File: config.mk
export PLATFORM = sky130hd
export DESIGN_NAME = alarm_timer
export DESIGN_NICKNAME = d
export VERILOG_FILES = /design/src/rtl/alarm_pkg.sv /design/src/rtl/alarm_btn_sync.sv /design/src/rtl/alarm_countdown.sv /design/src/rtl/alarm_tone_gate.sv /design/src/rtl/alarm_timer.sv
export SDC_FILE = /design/constraint.sdc
export NUM_CORES = 1
export LEC_CHECK = 0
export CELL_PAD_IN_SITES_DETAIL_PLACEMENT = 0
export CELL_PAD_IN_SITES_GLOBAL_PLACEMENT = 1
export CORE_MARGIN = 4
export CORE_UTILIZATION = 35
export DETAILED_ROUTE_END_ITERATION = 7
export HOLD_SLACK_MARGIN = 0.06
export MAX_ROUTING_LAYER = met4
export PLACE_DENSITY = 0.85
export SETUP_SLACK_MARGIN = 0.5
export SYNTH_ARGS = -nofsm -noshare
export SYNTH_HDL_FRONTEND = slang
export SYNTH_HIERARCHICAL = 1
export SYNTH_SLANG_ARGS = --single-unit
File: constraint.sdc
create_clock -name clk_i -period 2.25 [get_ports clk_i]
set_input_delay 0.225 -clock clk_i [delete_from_list [all_inputs] [get_ports clk_i]]
set_output_delay 0.225 -clock clk_i [all_outputs]
set_load 0.01 [all_outputs]
File: src/rtl/alarm_pkg.sv
package alarm_pkg;
  typedef enum logic {
    ST_COUNT = 1'b0,
    ST_ALARM = 1'b1
  } alarm_state_e;

  localparam int unsigned DEF_RESET_LOAD  = 29_491_200;
  localparam int unsigned DEF_SNOOZE_LOAD = 921_600;
  localparam int unsigned DEF_SYNC_STAGES = 2;
endpackage

File: src/rtl/alarm_btn_sync.sv
module alarm_btn_sync #(
  parameter int unsigned STAGES = 2
) (
  input  logic clk_i,
  input  logic rst_ni,
  input  logic btn_i,
  output logic rise_o
);
  logic [STAGES-1:0] sync_q;
  logic              prev_q;

  generate
    for (genvar i = 0; i < STAGES; i++) begin : g_stage
      always_ff @(posedge clk_i or negedge rst_ni) begin
        if (!rst_ni)     sync_q[i] <= 1'b0;
        else if (i == 0) sync_q[i] <= btn_i;
        else             sync_q[i] <= sync_q[(i == 0) ? 0 : i-1];
      end
    end
  endgenerate

  always_ff @(posedge clk_i or negedge rst_ni) begin
    if (!rst_ni) prev_q <= 1'b0;
    else         prev_q <= sync_q[STAGES-1];
  end

  assign rise_o = sync_q[STAGES-1] & ~prev_q;
endmodule

File: src/rtl/alarm_countdown.sv
module alarm_countdown
  import alarm_pkg::*;
#(
  parameter int unsigned CNT_W       = 25,
  parameter int unsigned RESET_LOAD  = DEF_RESET_LOAD,
  parameter int unsigned SNOOZE_LOAD = DEF_SNOOZE_LOAD
) (
  input  logic             clk_i,
  input  logic             rst_ni,
  input  logic             snz_pulse_i,
  output logic [CNT_W-1:0] count_o,
  output logic             alarm_o
);
  localparam logic [CNT_W-1:0] RST_VAL = CNT_W'(RESET_LOAD);
  localparam logic [CNT_W-1:0] SNZ_VAL = CNT_W'(SNOOZE_LOAD);
  localparam logic [CNT_W-1:0] ONE     = CNT_W'(1);

  alarm_state_e     state_q, state_d;
  logic [CNT_W-1:0] cnt_q, cnt_d;

  always_comb begin
    state_d = state_q;
    cnt_d   = cnt_q;
    unique case (state_q)
      ST_COUNT: begin
        // reaching zero arms the alarm; never decrement past zero
        if (cnt_q <= ONE) begin
          cnt_d   = '0;
          state_d = ST_ALARM;
        end else begin
          cnt_d = cnt_q - ONE;
        end
      end
      ST_ALARM: begin
        if (snz_pulse_i) begin
          cnt_d   = SNZ_VAL;
          state_d = ST_COUNT;
        end
      end
      default: state_d = ST_COUNT;
    endcase
  end

  always_ff @(posedge clk_i or negedge rst_ni) begin
    if (!rst_ni) begin
      state_q <= ST_COUNT;
      cnt_q   <= RST_VAL;
    end else begin
      state_q <= state_d;
      cnt_q   <= cnt_d;
    end
  end

  assign count_o = cnt_q;
  assign alarm_o = (state_q == ST_ALARM);
endmodule

File: src/rtl/alarm_tone_gate.sv
module alarm_tone_gate (
  input  logic clk_i,
  input  logic rst_ni,
  input  logic en_i,
  output logic tone_o
);
  logic en_q;

  // capture on falling edge so the AND gate sees a stable enable while clk is high
  always_ff @(negedge clk_i or negedge rst_ni) begin
    if (!rst_ni) en_q <= 1'b0;
    else         en_q <= en_i;
  end

  assign tone_o = clk_i & en_q;
endmodule

File: src/rtl/alarm_timer.sv
module alarm_timer
  import alarm_pkg::*;
#(
  parameter int unsigned RESET_LOAD  = DEF_RESET_LOAD,
  parameter int unsigned SNOOZE_LOAD = DEF_SNOOZE_LOAD,
  parameter int unsigned SYNC_STAGES = DEF_SYNC_STAGES,
  parameter int unsigned CNT_W       = $clog2(RESET_LOAD + 1)
) (
  input  logic             clk_i,
  input  logic             rst_ni,
  input  logic             snooze_i,
  output logic             tone_o,
  output logic             alarm_o,
  output logic [CNT_W-1:0] count_o
);
  logic snz_pulse;
  logic alarm;

  alarm_btn_sync #(
    .STAGES(SYNC_STAGES)
  ) u_sync (
    .clk_i (clk_i),
    .rst_ni(rst_ni),
    .btn_i (snooze_i),
    .rise_o(snz_pulse)
  );

  alarm_countdown #(
    .CNT_W      (CNT_W),
    .RESET_LOAD (RESET_LOAD),
    .SNOOZE_LOAD(SNOOZE_LOAD)
  ) u_cnt (
    .clk_i      (clk_i),
    .rst_ni     (rst_ni),
    .snz_pulse_i(snz_pulse),
    .count_o    (count_o),
    .alarm_o    (alarm)
  );

  alarm_tone_gate u_tone (
    .clk_i (clk_i),
    .rst_ni(rst_ni),
    .en_i  (alarm),
    .tone_o(tone_o)
  );

  assign alarm_o = alarm;
endmodule

==> flow_summary.ini, run 1 <==
[synth]
synth.ff_latch_count = 30
ys_seq_area_share_pct = 46.5
async_reset_ff_share_pct = 100
yosysUniqueCellTypes = 39
avgSynthCellArea_um2 = 9.19
synthFlopType = dfrtp_1
mappedNetlistArea_um2 = 1630
synth_edf_count = 0
synthesis.nets = 182
ys_warn_count = 6
syn_inst = 177

[route]
antenna_left = 0
routedWlPerCell_um = 17.7
firstDrtPassIters = 4
routed_wl_um = 5540
drt_iter0_markers = 84
drc = 0
routed_via_density = 5.70
num_vias = 1777

[setup_path]
cpPeakStageDelay_ps = 390
end_kind = output pin
r2r_cells = 8
rrSetupSlack_ps = 100
cp.required_ps = 2030
worst_path_max_delay_cell = dfrtn_1
path_depth = 2
crit_start = u_tone/en_q
path_delay_family = flip-flops
crit_chain = and2_4, buf_6
startpoint_type = flip-flop
worstPathArrival_ps = 2150
r2r_end = u_cnt/count_o[20]
cp_max_fo = 1
worstSetupPathType = flip-flop to output pin
r2r_start = u_cnt/count_o[0]
critPathCapture = tone_o
cp_num_buf_inv = 1

[floorplanning]
start_util_pct = 36.8
rows = 24
core_um2 = 4410
ios = 30
dieArea_um2 = 5800
die_h_um = 76.2
fp.dieW_um = 76.2

[final_layout]
seq_area_um2 = 756
layout.nets = 264
drive_above_1_share_pct = 44.6
area.growth.synth_to_final_pct = 71.2
multiInputGateArea_um2 = 1050
n_antenna_cell = 0
nFillCells = 344

[timing]
finalHoldViolations = 0
tightest_slew_ps = 753
fin_hold_ws_ps = 268
finalSetupViolCount = 2
slew_headroom_pct = 49.8
rsz0062_at_grt = yes
setup_slack_ps = -123
clock_skew_ps = 22.6
finalSetupTns_ps = -123
final_max_slew_viol_count = 0

[pwr]
p_per_area_nw_per_um2 = 1020
peakVddDrop_mv = 0.704
p_leak_nw = 1.22

[job]
cap_violations = 0

[global_routing]
track_usage_pct = 19.7
grt-ovfl-total = 0
grt_pass1_vias = 1823
antenna_found_initial = 0
grt_max_degree = 30
grt_pass1_wl_um = 8750

[clocking]
clk-insertion-delay-late_ps = 400
clkTransAtPathRegs_ps = 60
cts_tree = built

[status]
outcome = finished with violations
violations = negative setup slack

[worst_hold_path]
hold_path.class = input port to asynchronous set/reset pin

[placement]
io_buffers = 29
globalplace.congestion = 0.867
dp_hpwl_um = 3170
[power breakdown]
part | total [mW] | internal (mW) | switching (mW)
Sequential | 0.850 | 0.694 | 0.156
Combinational | 1.45 | 0.818 | 0.628
Clock | 0.553 | 0.332 | 0.221
Total | 2.85 | 1.84 | 1.00
[worst min path at each step]
stage / from / end / slack (ps)
final: rst_ni / u_cnt/count_o[0] / 270
after global routing: snooze_i / u_sync/sync_q[0] / 260
after CTS: snooze_i / u_sync/sync_q[0] / 270
after detailed placement: u_sync/sync_q[0] / u_sync/sync_q[1] / 340
after global placement: u_sync/sync_q[0] / u_sync/sync_q[1] / 330
after floorplan: rst_ni / u_cnt/alarm_o / -70
[sequential cells by signal (all words and copies together) (netlist names)]
signal and count:
u_tone/en_q 1, u_cnt/alarm_o 1, u_sync/prev_q 1, u_sync/sync_q 2
u_cnt/count_o 25
[routing by layer]
layer	part of all wire (%)	routed length (um)	GRT usage (%)
met3	6.0	333	6.50
met5	0	0	-
met4	4.0	221	12.1
met2	47	2620	29.0
met1	43	2360	23.1
[what timing repair did]
action / CTS / global route
gates resized for setup: 61 / 33
setup endpoints to repair: 29 / 34
cloned: 1 / 0
buffers inserted: 18 / 4
hold buffers: 0 / 0
pin swaps: 25 / 9
endpoints found under the hold margin: 0 / 0
[logic make-up (layout without fill, tap and decap cells)]
family / Yosys count / in the layout / share of synthesized area (%)
muxes: 1 / 1 / 0.615
DFF: 30 / 30 / 46.5
and+or+nand+nor: 71 / 71 / 25.6
buffers and inverters: 18 / 101 / 4.85
adders and majority gates: 2 / 2 / 1.54
AOI/OAI and AO/OA: 55 / 55 / 20.9
[area by class of cell]
| class | count | area share [%] |
|---|---|---|
| Sequential cell | 30 | 27.1 |
| Timing Repair Buffer | 79 | 26.8 |
| Tap cell | 52 | 2.34 |
| Multi-Input combinational cell | 129 | 37.6 |
| Clock buffer | 12 | 4.76 |
| Inverter | 10 | 1.35 |
[cell usage in the layout, fill, tap and decap left out, types with 5 or more instances in the layout]
master,count
nor3_1,8
a21oi_1,7
or3_4,6
dfrtp_1,25
or3_1,6
a21oi_2,7
o21ai_2,11
inv_1,9
nor2_1,12
dlymetal6s2s_1,5
clkdlybuf4s50_1,22
nand2_1,6
buf_6,18
buf_4,33
clkbuf_8,8
[synth_stat cells (4+ instances only)]
cell / number / area share (%)
nor3_1: 9 / 2.8
or3_1: 12 / 4.6
nand4_1: 4 / 1.5
clkbuf_1: 6 / 1.4
a21oi_1: 17 / 5.2
nand2_1: 9 / 2.1
a22o_1: 4 / 2.2
dfrtp_1: 25 / 38
dfstp_2: 4 / 6.5
inv_1: 10 / 2.3
nor2_1: 14 / 3.2
o21ai_0: 16 / 4.9
nor2b_1: 4 / 1.5
[through the flow]
stage | area (um^2) | total power [mW] | std cells | setup WS [ps] | utilization (%)
4_1_cts | 2620 | 2.77 | 308 | -139 | 59.3
3_5_place_dp | 2160 | 1.94 | 278 | -106 | 49.0
3_3_place_gp | 2160 | 1.92 | 278 | -95.7 | 49.0
5_1_grt | 2780 | 3.02 | 312 | -171 | 63.1
6_report | 2780 | 2.85 | 312 | -123 | 63.1
2_1_floorplan | 1640 | 1.36 | 177 | 56.1 | -
(Power assumes the default switching activity.)
==> inputs of run 2 (changes only) <==
Settings changed: SLEW_MARGIN set to 20.
==> results of run 2 <==
Same layout as run 1: the final DEF is identical, and so are final timing and power.
